## config.mk

```make
export PLATFORM = sky130hd
export DESIGN_NAME = mc_bus_cpu
export DESIGN_NICKNAME = d
export VERILOG_FILES = /design/src/rtl/cpu_pkg.sv /design/src/rtl/bus_run_sync.sv /design/src/rtl/bus_regfile.sv /design/src/rtl/bus_alu.sv /design/src/rtl/bus_ctrl.sv /design/src/rtl/mc_bus_cpu.sv
export SDC_FILE = /design/constraint.sdc
export NUM_CORES = 1
export LEC_CHECK = 0
export ABC_CLOCK_PERIOD_IN_PS = 7750
export BUFFER_PORTS_ARGS = -buffer_cell sky130_fd_sc_hd__buf_2
export CORE_UTILIZATION = 50
export CTS_CLUSTER_SIZE = 14
export DETAILED_ROUTE_END_ITERATION = 8
export PLACE_DENSITY = 0.7
export SLEW_MARGIN = 25
export SYNTH_ARGS = -nofsm -noshare
export SYNTH_HDL_FRONTEND = slang
export SYNTH_SLANG_ARGS = --single-unit
```

## constraint.sdc

```tcl
create_clock -name clk -period 7.75 [get_ports clk]
set_input_delay 0.3875 -clock clk [delete_from_list [all_inputs] [get_ports clk]]
set_output_delay 0.3875 -clock clk [all_outputs]
set_load 0.02 [all_outputs]
```

## src/rtl/cpu_pkg.sv

```systemverilog
package cpu_pkg;
  typedef enum logic [3:0] {
    S_FETCH, S_FWAIT, S_DECODE, S_EXEC, S_ALU1, S_ALU2,
    S_MEMW1, S_MEMW2, S_ST1, S_STW
  } state_t;

  typedef enum logic [2:0] {
    OP_MV, OP_MVI, OP_ADD, OP_SUB, OP_LD, OP_ST, OP_MVNZ, OP_NOP
  } opcode_t;

  typedef enum logic [1:0] {BUS_REG, BUS_G, BUS_DIN} bus_sel_t;

  typedef struct packed {
    bus_sel_t   bsel;
    logic [2:0] bsrc;
    logic       reg_we;
    logic [2:0] reg_dst;
    logic       pc_inc;
    logic       a_ld;
    logic       g_ld;
    logic       sub;
    logic       addr_ld;
    logic       dout_ld;
    logic       w_set;
    logic       ir_ld;
    logic       done;
  } ctrl_t;
endpackage

```

## src/rtl/bus_run_sync.sv

```systemverilog
module bus_run_sync #(
  parameter int STAGES = 2
) (
  input  logic clk,
  input  logic rst_n,
  input  logic d_async,
  output logic q_sync
);
  logic [STAGES-1:0] chain;

  generate
    for (genvar i = 0; i < STAGES; i++) begin : g_stage
      always_ff @(posedge clk or negedge rst_n) begin
        if (!rst_n) chain[i] <= 1'b0;
        else if (i == 0) chain[i] <= d_async;
        else chain[i] <= chain[(i == 0) ? 0 : i-1];
      end
    end
  endgenerate

  assign q_sync = chain[STAGES-1];
endmodule

```

## src/rtl/bus_regfile.sv

```systemverilog
module bus_regfile #(
  parameter int W    = 16,
  parameter int NREG = 8
) (
  input  logic                    clk,
  input  logic                    rst_n,
  input  logic [W-1:0]            bus_in,
  input  logic                    we,
  input  logic [$clog2(NREG)-1:0] dst,
  input  logic                    pc_inc,
  input  logic [$clog2(NREG)-1:0] rsel,
  output logic [W-1:0]            rdata
);
  localparam int AW     = $clog2(NREG);
  localparam int PC_IDX = NREG - 1;

  logic [W-1:0] regs [NREG];

  generate
    for (genvar i = 0; i < NREG; i++) begin : g_reg
      logic [W-1:0] q;
      logic         hit;
      assign hit = we && (dst == AW'(i));
      if (i == PC_IDX) begin : g_pc
        always_ff @(posedge clk or negedge rst_n) begin
          if (!rst_n)      q <= '0;
          else if (hit)    q <= bus_in;
          else if (pc_inc) q <= q + 1'b1;
        end
      end else begin : g_gp
        always_ff @(posedge clk or negedge rst_n) begin
          if (!rst_n)   q <= '0;
          else if (hit) q <= bus_in;
        end
      end
      assign regs[i] = q;
    end
  endgenerate

  assign rdata = regs[rsel];
endmodule

```

## src/rtl/bus_alu.sv

```systemverilog
module bus_alu #(
  parameter int W = 16
) (
  input  logic         clk,
  input  logic         rst_n,
  input  logic [W-1:0] bus_in,
  input  logic         a_ld,
  input  logic         g_ld,
  input  logic         sub,
  output logic [W-1:0] g_q
);
  logic [W-1:0] a_q;

  always_ff @(posedge clk or negedge rst_n) begin
    if (!rst_n) begin
      a_q <= '0;
      g_q <= '0;
    end else begin
      if (a_ld) a_q <= bus_in;
      if (g_ld) g_q <= sub ? (a_q - bus_in) : (a_q + bus_in);
    end
  end
endmodule

```

## src/rtl/bus_ctrl.sv

```systemverilog
module bus_ctrl
  import cpu_pkg::*;
#(
  parameter int W = 16
) (
  input  logic         clk,
  input  logic         rst_n,
  input  logic         run_s,
  input  logic [W-1:0] din,
  input  logic         g_nz,
  output ctrl_t        c
);
  state_t     state, nxt;
  logic [8:0] ir;
  opcode_t    op;
  logic [2:0] rx, ry;

  assign op = opcode_t'(ir[8:6]);
  assign rx = ir[5:3];
  assign ry = ir[2:0];

  always_ff @(posedge clk or negedge rst_n) begin
    if (!rst_n) begin
      state <= S_FETCH;
      ir    <= '0;
    end else begin
      state <= nxt;
      if (c.ir_ld) ir <= din[8:0];
    end
  end

  always_comb begin
    c         = '0;
    c.bsel    = BUS_REG;
    c.reg_dst = rx;
    nxt       = state;
    unique case (state)
      S_FETCH: if (run_s) begin
        c.bsrc = 3'd7; c.addr_ld = 1'b1; c.pc_inc = 1'b1; nxt = S_FWAIT;
      end
      S_FWAIT:  nxt = S_DECODE;
      S_DECODE: begin c.ir_ld = 1'b1; nxt = S_EXEC; end
      S_EXEC: begin
        unique case (op)
          OP_MV, OP_MVNZ: begin
            c.bsrc = ry; c.reg_we = (op == OP_MV) || g_nz;
            c.done = 1'b1; nxt = S_FETCH;
          end
          OP_MVI: begin
            c.bsrc = 3'd7; c.addr_ld = 1'b1; c.pc_inc = 1'b1; nxt = S_MEMW1;
          end
          OP_LD: begin c.bsrc = ry; c.addr_ld = 1'b1; nxt = S_MEMW1; end
          OP_ST: begin c.bsrc = ry; c.addr_ld = 1'b1; nxt = S_ST1; end
          OP_ADD, OP_SUB: begin c.bsrc = rx; c.a_ld = 1'b1; nxt = S_ALU1; end
          default: begin c.done = 1'b1; nxt = S_FETCH; end
        endcase
      end
      S_ALU1: begin
        c.bsrc = ry; c.g_ld = 1'b1; c.sub = (op == OP_SUB); nxt = S_ALU2;
      end
      S_ALU2: begin
        c.bsel = BUS_G; c.reg_we = 1'b1; c.done = 1'b1; nxt = S_FETCH;
      end
      S_MEMW1: nxt = S_MEMW2;
      S_MEMW2: begin
        c.bsel = BUS_DIN; c.reg_we = 1'b1; c.done = 1'b1; nxt = S_FETCH;
      end
      S_ST1: begin
        c.bsrc = rx; c.dout_ld = 1'b1; c.w_set = 1'b1; nxt = S_STW;
      end
      S_STW: begin c.done = 1'b1; nxt = S_FETCH; end
      default: nxt = S_FETCH;
    endcase
  end

  // an idle boundary with run low completes nothing
  assert_idle_hold_R2: assert property (@(posedge clk) disable iff (!rst_n)
    (state == S_FETCH && !run_s) |=> !c.done);
endmodule

```

## src/rtl/mc_bus_cpu.sv

```systemverilog
module mc_bus_cpu
  import cpu_pkg::*;
#(
  parameter int W        = 16,
  parameter int NREG     = 8,
  parameter int SYNC_STG = 2
) (
  input  logic          clk,
  input  logic          rst_n,
  input  logic          run_async,
  input  logic [W-1:0]  mem_rdata,
  output logic [W-1:0]  mem_addr,
  output logic [W-1:0]  mem_wdata,
  output logic          mem_we,
  output logic          instr_done
);
  localparam int AW = $clog2(NREG);

  ctrl_t        c;
  logic         run_s;
  logic [W-1:0] bus, rf_rdata, g_q;

  bus_run_sync #(.STAGES(SYNC_STG)) u_sync (
    .clk(clk), .rst_n(rst_n), .d_async(run_async), .q_sync(run_s));

  bus_ctrl #(.W(W)) u_ctrl (
    .clk(clk), .rst_n(rst_n), .run_s(run_s), .din(mem_rdata),
    .g_nz(|g_q), .c(c));

  bus_regfile #(.W(W), .NREG(NREG)) u_rf (
    .clk(clk), .rst_n(rst_n), .bus_in(bus), .we(c.reg_we),
    .dst(c.reg_dst[AW-1:0]), .pc_inc(c.pc_inc),
    .rsel(c.bsrc[AW-1:0]), .rdata(rf_rdata));

  bus_alu #(.W(W)) u_alu (
    .clk(clk), .rst_n(rst_n), .bus_in(bus), .a_ld(c.a_ld),
    .g_ld(c.g_ld), .sub(c.sub), .g_q(g_q));

  always_comb begin
    unique case (c.bsel)
      BUS_G:   bus = g_q;
      BUS_DIN: bus = mem_rdata;
      default: bus = rf_rdata;
    endcase
  end

  always_ff @(posedge clk or negedge rst_n) begin
    if (!rst_n) begin
      mem_addr  <= '0;
      mem_wdata <= '0;
      mem_we    <= 1'b0;
    end else begin
      if (c.addr_ld) mem_addr  <= bus;
      if (c.dout_ld) mem_wdata <= bus;
      mem_we <= c.w_set;
    end
  end

  assign instr_done = c.done;

  // write strobe lasts one cycle
  assert_we_single_R7: assert property (@(posedge clk) disable iff (!rst_n)
    mem_we |=> !mem_we);
  // store address settled before the strobe
  assert_we_addr_stable_R7: assert property (@(posedge clk) disable iff (!rst_n)
    mem_we |-> $stable(mem_addr));
  // completion is a single-cycle pulse
  assert_done_single_R10: assert property (@(posedge clk) disable iff (!rst_n)
    instr_done |=> !instr_done);
  // no strobe while a new instruction is being fetched
  assert_no_we_on_fetch_R3: assert property (@(posedge clk) disable iff (!rst_n)
    c.ir_ld |-> !mem_we);
endmodule

```

==> metrics.md, run 1 <==
| Metric | Value |
|---|---|
| Critical Path AT | `approximately 7200 ps` |
| Final core occ | `0.569` |
| Fraction of layout cells with a size suffix above 1 | `0.252` |
| Row Count | `53` |
| Skew final | `about 16 ps` |
| Global-route wire length before repair | `about 44,000 µm` |
| Total CTS buffers | `22` |
| P&R area growth vs syn | `11.1%` |
| CTS clk-pin slew, worst paths | `~60 ps` |
| Core area | `around 21,000 µm²` |
| Drt via density | `around 6.0` |
| Max-slew violation count | `0` |
| Post-CTS resize count | `0` |
| Die footprint | `22,300 µm²` |
| WP data required | `8140 ps` |
| Primary FF master, synth | `dfrtp_1` |
| Syn_nets | `1,063` |
| R2R cell count | `22` |
| Endpoints failing setup | `0` |
| Fillers | `1,801` |
| Sequential fraction of the synthesis area | `0.480` |
| Final period utilization | `0.875` |
| CTS Root Buffer Type | `clkbuf_16` |
| Vias in the first global route | `a little under 8,000` |
| DR pass1 iterations | `5` |
| Hold WS | `about 120 ps` |
| Ant diodes | `0` |
| Clock Latency Late Sink | `520 ps` |
| Total wire length | `27,400 µm` |
| Place WS | `around 1200 ps` |
| Nets | `roughly 1,100` |
| Initial detailed-routing violation count | `between 500 and 600` |
| Post-synthesis simple-gate area fraction | `0.123` |
| Tot GR Track Use | `0.256` |
| Worst slew margin | `0.304` |
| Routed Antenna Nets | `0` |
| Critical path endpoint category | `flop` |
| Largest family of logic cells by synthesized area | `multiplexers` |
| Final Hold Vio Count | `0` |
| Hold endpoint | `u_ctrl.ir[2]` |
| Worst reg2reg endpoint | `u_alu.g_q[15]` |
| EDFF count, synth | `0` |
| Distinct cells, synth | `66` |
| Asr flop ratio synth | `1.00` |
| Max-cap violation count | `0` |
| Largest net degree at the start of global routing | `101` |
| DR vias | `about 8,000` |
| PortBufs | `52` |
| WHS Path Cells | `3` |
| Synthesized cell area | `between 10,000 and 15,000 µm²` |
| Post-synthesis xor/xnor area fraction | `0.0331` |
| Gr ovfl total | `0` |
| Post-route setup TNS | `0 ps` |
| Flop2flop setup slack | `~970 ps` |
| Worst Hold Class | `input pin to flop` |
| Crit-path max FO | `37` |
| Initial antenna violation count | `0` |
| HP Start | `mem_rdata[2]` |
| Number of synthesized register bits | `about 210` |
| Initial core utilization | `0.512` |
| Final HPWL DP | `between 15,000 and 20,000 µm` |
| Mean Syn Cell Area | `10.6 µm²` |
| Status | `finished clean` |
| Post-synthesis compound-gate area fraction | `0.125` |
| Worst-margin pin slew | `1040 ps` |
| Crit Path Category | `flop to flop` |
| Syn Inst Count | `1,023` |
| YS warnings | `0` |
| Placer Congestion | `roughly 0.87` |
| DRC | `0` |
| RR Startpoint | `u_ctrl.state[1]` |
| Adder-Cell Fraction of Synth Area | `0.0249` |
| Clock Path Buffers | `3` |
| RSZ-0062 raised after global routing | `false` |
| I/O pin total | `between 50 and 60` |
| Die outline width | `~150 µm` |
| # H-tree levels | `1` |
| Crit start category | `flop` |
| Chip height | `149 µm` |
| Drt wl/cell | `about 21 µm` |
| Fmax | `0.147 GHz` |
| Setup WS post-layout | `between 900 and 1000 ps` |
| Final min period | `slightly below 7000 ps` |
| TritonCTS clock tree | `yes` |
| CTS sink cnt | `208` |
| Multiplexer area fraction after synthesis | `0.174` |
through the flow:
step,std cells,cell area (µm²)
2_1_floorplan,1023,10800
3_3_place_gp,1291,11300
3_5_place_dp,1291,11300
4_1_cts,1332,12000
5_1_grt,1333,12000
6_report,1333,12000
sequential cells by signal, summed over array words and instances, names as in the netlist:
| signal | flops |
|---|---|
| mem_we | 1 |
| u_alu.a_q | 16 |
| mem_wdata | 16 |
| mem_addr | 16 |
| u_sync.chain | 1 |
| u_rf.g.q | 128 |
| u_ctrl.state | 4 |
| u_alu.g_q | 16 |
| u_sync.q_sync | 1 |
| u_ctrl.ir | 9 |
critical path, stage by stage (launching register included):
cell	delay (ps)
dfrtp_1	580
nor2_1	160
nand3b_1	120
buf_4	260
inv_2	180
a21o_2	360
a211oi_4	650
buf_4	570
mux2i_1	250
mux2i_1	90
o2111a_1	410
or4_4	640
nor2_1	160
nor2_1	70
xnor2_1	140
ha_1	270
or3_1	390
a211oi_1	390
o31ai_1	200
a21o_1	200
a21oi_1	190
nor3_1	70
a221o_1	260
area by class of cell:
cell class	instances	area [µm²]	share of cell area
inverter	28	105	0.00873
tap	275	344	0.0286
sequential	208	5200	0.433
clock inverter	11	88.8	0.00738
multi-input combinational	711	5240	0.435
timing repair buffer	72	428	0.0356
clock buffer	28	624	0.0519
per-layer routing:
metal  part of all wire  GRT usage  vias up
met5                  0          0        -
met4              0.032     0.0939        0
met3              0.059     0.0394       55
met2               0.45      0.384      242
met1               0.46      0.375     4008
li1                   -          -     3683
logic make-up (layout without fill, tap and decap cells):
kind of cell,after synthesis,after routing
adder cells (fa/ha/maj),21,21
XOR/XNOR,41,41
AND/OR/NAND/NOR,287,287
flip-flops,208,208
multiplexers,172,172
AO/OA/AOI/OAI,190,190
buffers and inverters,104,139
synthesized netlist by cell type, drive strengths merged, types with 6 or more instances:
cell	instances	area share
a221o	6	0.0055
dfrtp	208	0.48
nand2b	7	0.0040
a2111oi	13	0.011
buf	24	0.012
and3	13	0.0075
mux2i	41	0.038
and2	7	0.0040
a211oi	23	0.019
clkbuf	52	0.018
a31oi	7	0.0040
a221oi	11	0.0089
mux2	131	0.14
xnor2	25	0.020
a21oi	17	0.0079
inv	28	0.0097
nand3	21	0.0097
xor2	16	0.013
nand4	6	0.0035
nor2	29	0.010
o21ai	69	0.032
nand2	162	0.056
nor3	12	0.0069
ha	20	0.023
timing repair:
action	CTS	global route
endpoints found under the hold margin	18	0
hold buffers	2	0
setup buffers	0	0
worst max path at each step:
| stage | to | slack, ps | depth (start not counted) | start |
|---|---|---|---|---|
| after global routing | u_alu.g_q[14] | 480 | 21 | u_ctrl.state[2] |
| after detailed placement | u_alu.g_q[14] | 1170 | 21 | u_ctrl.state[2] |
| after floorplan | u_alu.g_q[14] | 2340 | 23 | u_ctrl.state[1] |
| after global placement | u_alu.g_q[15] | 1270 | 22 | u_ctrl.state[1] |
| after CTS | u_alu.g_q[15] | 1110 | 22 | u_ctrl.state[1] |
| final | u_alu.g_q[15] | 970 | 22 | u_ctrl.state[1] |
layout by cell type, fill, tap and decap left out, types with 17 or more instances in the layout:
cell	Yosys	layout
xnor2_1	25	25
mux2_2	131	131
buf_2	8	51
ha_1	20	20
nand2_1	162	162
nand3_1	21	21
o21ai_0	69	69
dfrtp_1	208	208
clkbuf_16	0	23
inv_1	26	26
buf_4	1	17
nor2_1	29	29
mux2i_1	41	41
a211oi_1	18	17
Power of run 1 is not shown: default switching activity piles up to over one toggle a cycle in this logic, so the estimate is an artifact.
==> inputs of run 2 (changes only) <==
--- a/config.mk
+++ b/config.mk
@@ -10,7 +10,8 @@
 export CORE_UTILIZATION = 50
 export CTS_CLUSTER_SIZE = 14
 export DETAILED_ROUTE_END_ITERATION = 8
-export PLACE_DENSITY = 0.7
+export MAX_ROUTING_LAYER = met4
+export PLACE_DENSITY = 0.67
 export SLEW_MARGIN = 25
 export SYNTH_ARGS = -nofsm -noshare
 export SYNTH_HDL_FRONTEND = slang
==> run 2 against run 1 <==
Utilization grew 0.43 points. Clock skew shrank 5.7 ps. Register-to-register slack gained 20 ps. Global-route usage grew 0.72 points. Critical path depth is the same. Maximum frequency grew 0.35%. Critical path type unchanged. Highest routed layer unchanged.
==> metrics.md, run 2 (same netlist as run 1, synthesis figures left out) <==
| Metric | Value |
|---|---|
| Commonest non-fill, non-tap cell in the layout | `dfrtp_1` |
| Chip height | `149 µm (unchanged)` |
| CTS clk-pin slew, worst paths | `60 ps (about the same)` |
| Largest net degree at the start of global routing | `99 (-2.0%)` |
| Crit-path max FO | `37 (unchanged)` |
| Final HPWL DP | `18,400 µm (+0.18%)` |
| Final Hold Vio Count | `0 (unchanged)` |
| Initial detailed-routing violation count | `663 (+13%)` |
| TritonCTS clock tree | `yes` |
| Buffer count from post-CTS setup fixing | `0 (unchanged)` |
| P&R area growth vs syn | `11.9%` |
| Core area | `21,200 µm² (unchanged)` |
| Largest register FFs | `128 (unchanged)` |
| Initial core utilization | `0.512 (unchanged)` |
| Global-route wire length before repair | `43,700 µm (-0.69%)` |
| CP Cell Sequence | `nor2_1 > nand3b_1 > buf_4 > inv_2 > a21o_2 > a211oi_4 > buf_4 > mux2i_1 > mux2i_1 > o2111a_1 > or4_4 > nor2_1 > nor2_1 > xnor2_1 > ha_1 > or3_1 > a211oi_1 > o31ai_1 > a21o_1 > a21oi_1 > nor3_1 > a221o_1` |
| DRC | `0 (unchanged)` |
| Most frequent cells in the layout | `dfrtp_1, nand2_1, mux2_2, o21ai_0, buf_2` |
| Status | `finished clean` |
| Reg with most FFs | `u_rf.g.q` |
| Worst Hold Class | `input pin to flop` |
| Routed Antenna Nets | `0 (unchanged)` |
| Skew final | `10.4 ps (-5.70 ps)` |
| DR pass1 iterations | `7 (+2)` |
| Tot GR Track Use | `0.264 (+0.00718)` |
| Endpoints failing setup | `0 (unchanged)` |
| Hold_buf cts | `2 (unchanged)` |
| Max-cap violation count | `0 (unchanged)` |
| PortBufs | `52 (unchanged)` |
| Initial antenna violation count | `0 (unchanged)` |
| Drt wl/cell | `20.6 µm (about the same)` |
| Clock Path Buffers | `3 (unchanged)` |
| Critical Path AT | `7160 ps (about the same)` |
| Crit Path Category | `flop to flop` |
| Drt via density | `5.95 (-0.79%)` |
| # H-tree levels | `1 (unchanged)` |
| Die footprint | `22,300 µm² (unchanged)` |
| Slowest cell on crit path | `a211oi_4` |
| Worst path max stage delay | `650 ps (about the same)` |
| Total CTS buffers | `23 (+4.5%)` |
| Final min period | `6760 ps (-23.4 ps)` |
| Delay-heaviest family, CP | `compound AO/OA/AOI/OAI gates` |
| Final period utilization | `0.872 (-0.00302)` |
| Post-CTS resize count | `0 (unchanged)` |
| Row Count | `53 (unchanged)` |
| Max-slew violation count | `0 (unchanged)` |
| WP buf/inv | `3 (unchanged)` |
| Fraction of layout cells with a size suffix above 1 | `0.255 (+0.00235)` |
| Crit start category | `flop` |
| RSZ-0062 raised after global routing | `false` |
| Fmax | `0.148 GHz (+0.35%)` |
| Fillers | `1,794 (-0.39%)` |
| Vias in the first global route | `7,663 (-2.4%)` |
| DR vias | `7,937 (-0.64%)` |
| Placer Congestion | `0.875 (+0.46%)` |
| Nets | `1,083 (unchanged)` |
| Die outline width | `149 µm (unchanged)` |
| Total wire length | `27,400 µm (+0.19%)` |
| Worst-margin pin slew | `1050 ps (+10.7 ps)` |
| CP dominant cell by count | `nor2_1` |
| I/O pin total | `53 (unchanged)` |
| CTS Root Buffer Type | `clkbuf_16` |
| WP data required | `8150 ps (about the same)` |
| Post-route setup TNS | `0 ps (unchanged)` |
| Clock Latency Late Sink | `520 ps (about the same)` |
| Worst slew margin | `0.292 (-0.0126)` |
| Gr ovfl total | `0 (unchanged)` |
| CTS sink cnt | `208 (unchanged)` |
| Critical path endpoint category | `flop` |
| Ant diodes | `0 (unchanged)` |
-- run 2: final cells by class --
type,count,area [µm²],area share
timing repair buffer,71,424,0.0350
sequential,208,5200,0.429
clock buffer,30,652,0.0538
tap,275,344,0.0284
clock inverter,12,154,0.0127
multi-input combinational,711,5240,0.432
inverter,28,105,0.00867
-- run 2: layer usage --
metal	part of all wire	routed length (µm)	up-vias	GRT usage
li1	-	-	3667	-
met1	0.47	12800	3971	0.376
met2	0.45	12200	250	0.390
met3	0.061	1670	49	0.0370
met4	0.026	712	0	0.0806
met5	0	0	-	-
-- run 2: through the flow --
stage | hold slack [ps] | setup slack (ps) | std cells | area [µm²] | util
3_3_place_gp | 344 | 1250 | 1290 | 11300 | 0.533
5_1_grt | 123 | 518 | 1335 | 12100 | 0.573
2_1_floorplan | 91.9 | 2340 | 1023 | 10800 | -
3_5_place_dp | 340 | 1190 | 1290 | 11300 | 0.533
4_1_cts | 105 | 1090 | 1334 | 12100 | 0.572
6_report | 126 | 990 | 1335 | 12100 | 0.573
-- run 2: worst paths after layout --
check,start,to,slack (ps),depth (start not counted)
max reg2reg,u_ctrl.state[1],u_alu.g_q[15],990,22
min,mem_rdata[0],u_ctrl.ir[0],130,3
max,u_ctrl.state[1],u_alu.g_q[15],990,22
min reg2reg,u_sync.chain[0],u_sync.q_sync,370,0
max in group asynchronous,rst_n,u_rf.g_reg[1].q[12],5880,3
min in group asynchronous,rst_n,u_ctrl.state[0],490,2
-- run 2: worst min-delay path, delay by kind of cell --
| kind | cells | cell delay, ps |
|---|---|---|
| and+or+nand+nor | 1 | 50 |
| AOI/OAI and AO/OA | 1 | 60 |
| buffers and inverters | 1 | 110 |
Power of run 2 is left out for the same reason.
==> inputs of run 3 (changes only) <==
--- a/config.mk
+++ b/config.mk
@@ -12,6 +12,7 @@
 export DETAILED_ROUTE_END_ITERATION = 8
 export MAX_ROUTING_LAYER = met4
 export PLACE_DENSITY = 0.67
+export RECOVER_POWER = 25
 export SLEW_MARGIN = 25
 export SYNTH_ARGS = -nofsm -noshare
 export SYNTH_HDL_FRONTEND = slang
==> run 3 against run 2 <==
The flow now finishes with violations (capacitance limit, slew limit). Final cell count unchanged. Global-route usage is the same. Sequential share of layout area up 0.089 points. Die area stayed put. Sequential cell count is the same. Clock skew decreased by 2.3 ps. Worst hold slack worse by 2.3 ps. Worst setup slack gained 32 ps. Largest cell class unchanged. Highest routed layer unchanged.
==> metrics.md, run 3 (same netlist as run 1, synthesis figures left out) <==
| Metric | Value |
|---|---|
| Hold_buf cts | `2 (unchanged)` |
| CTS sink cnt | `208 (unchanged)` |
| Initial detailed-routing violation count | `634 (-4.4%)` |
| WP data required | `8150 ps (about the same)` |
| CTS clk-pin slew, worst paths | `60 ps (about the same)` |
| Nets | `1,083 (unchanged)` |
| DR pass1 iterations | `5 (-2)` |
| Final HPWL DP | `18,400 µm (unchanged)` |
| Worst Hold Class | `input pin to flop` |
| Total wire length | `27,400 µm (about the same)` |
| Status | `complete, but fails checks` |
| Global-route wire length before repair | `43,700 µm (unchanged)` |
| Drt via density | `5.95 (+0.15%)` |
| CTS Root Buffer Type | `clkbuf_16` |
| Critical Path AT | `7130 ps (-30 ps)` |
| Final min period | `6730 ps (-31.7 ps)` |
| Crit Path Category | `flop to flop` |
| Clock Path Buffers | `3 (unchanged)` |
| Initial core utilization | `0.512 (unchanged)` |
| Worst-margin pin slew | `5390 ps (+4330 ps)` |
| Placer Congestion | `0.875 (unchanged)` |
| Skew final | `8.09 ps (-2.27 ps)` |
| Post-route setup TNS | `0 ps (unchanged)` |
| Die outline width | `149 µm (unchanged)` |
| Final Hold Vio Count | `0 (unchanged)` |
| Max-slew violation count | `99 (+99)` |
| Fillers | `1,799 (+0.28%)` |
| Crit-path max FO | `37 (unchanged)` |
| Fraction of layout cells with a size suffix above 1 | `0.242 (-0.0123)` |
| Die footprint | `22,300 µm² (unchanged)` |
| Chip height | `149 µm (unchanged)` |
| Drt wl/cell | `20.5 µm (about the same)` |
| Reg with most FFs | `u_rf.g.q` |
| Worst slew margin | `-2.59 (-2.88)` |
| Largest net degree at the start of global routing | `99 (unchanged)` |
| Clock Latency Late Sink | `520 ps (about the same)` |
| Gr ovfl total | `0 (unchanged)` |
| PortBufs | `52 (unchanged)` |
| Initial antenna violation count | `0 (unchanged)` |
| Endpoints failing setup | `0 (unchanged)` |
| Vias in the first global route | `7,663 (unchanged)` |
| Crit start category | `flop` |
| Max-cap violation count | `1 (+1)` |
| Buffer count from post-CTS setup fixing | `0 (unchanged)` |
| Post-CTS resize count | `0 (unchanged)` |
| I/O pin total | `53 (unchanged)` |
| Final period utilization | `0.868 (-0.00408)` |
| Ant diodes | `0 (unchanged)` |
| DR vias | `7,949 (+0.15%)` |
| Violated checks | `capacitance limit, slew limit` |
| RSZ-0062 raised after global routing | `false` |
| Row Count | `53 (unchanged)` |
| Final core occ | `0.572 (-0.00118)` |
| DRC | `0 (unchanged)` |
| Core area | `21,200 µm² (unchanged)` |
| Tot GR Track Use | `0.264 (unchanged)` |
| Largest register FFs | `128 (unchanged)` |
| Fmax | `0.149 GHz (+0.47%)` |
| P&R area growth vs syn | `11.7%` |
| Total CTS buffers | `23 (unchanged)` |
| Most frequent cells in the layout | `dfrtp_1, nand2_1, mux2_2, o21ai_0, mux2i_1` |
| Commonest non-fill, non-tap cell in the layout | `dfrtp_1` |
| TritonCTS clock tree | `yes` |
| # H-tree levels | `1 (unchanged)` |
| Routed Antenna Nets | `0 (unchanged)` |
| Critical path endpoint category | `flop` |
==> run 3: cell type report <==
type	count	area [µm²]	area share
Clock buffer	30	652	0.0539
Clock inverter	12	154	0.0127
Inverter	28	105	0.00869
Multi-Input combinational cell	711	5240	0.433
Sequential cell	208	5200	0.430
Tap cell	275	344	0.0284
Timing Repair Buffer	71	399	0.0330
==> run 3: worst paths after layout <==
path	endpoint	from	slack [ps]	cells after the start
max reg2reg	u_alu.g_q[15]	u_ctrl.state[1]	1020	22
max in group asynchronous	u_rf.g_reg[3].q[12]	rst_n	2310	2
max	u_alu.g_q[15]	u_ctrl.state[1]	1020	22
min	u_ctrl.ir[0]	mem_rdata[0]	120	3
min reg2reg	u_sync.q_sync	u_sync.chain[0]	370	0
min in group asynchronous	u_ctrl.state[0]	rst_n	2360	2
==> run 3: worst max-delay path, cell delays in order (launching register included) <==
cell	delay (ps)
dfrtp_1	550
nor2_1	160
nand3b_1	110
buf_4	250
inv_2	180
a21o_2	360
a211oi_4	670
buf_4	580
mux2i_1	300
mux2i_1	90
o2111a_1	420
or4_4	650
nor2_1	170
nor2_1	70
xnor2_1	140
ha_1	240
or3_1	380
a211oi_1	330
o31ai_1	190
a21o_1	200
a21oi_1	190
nor3_1	70
a221o_1	260
==> run 3: layer usage <==
metal,GRT usage,up-vias,routed length [µm]
met5,-,-,0
met4,0.0806,0,694
met3,0.0370,47,1710
met2,0.390,251,12300
met1,0.376,3974,12700
li1,-,3677,-
==> run 3: metrics by stage <==
step,hold slack [ps],setup slack [ps],area [µm²],std cells
finish,124,1020,12100,1335
global route,123,518,12100,1335
CTS,105,1090,12100,1334
detailed placement,340,1190,11300,1290
global placement,344,1250,11300,1290
floorplan,91.9,2340,10800,1023
Power of run 3 is left out for the same reason.
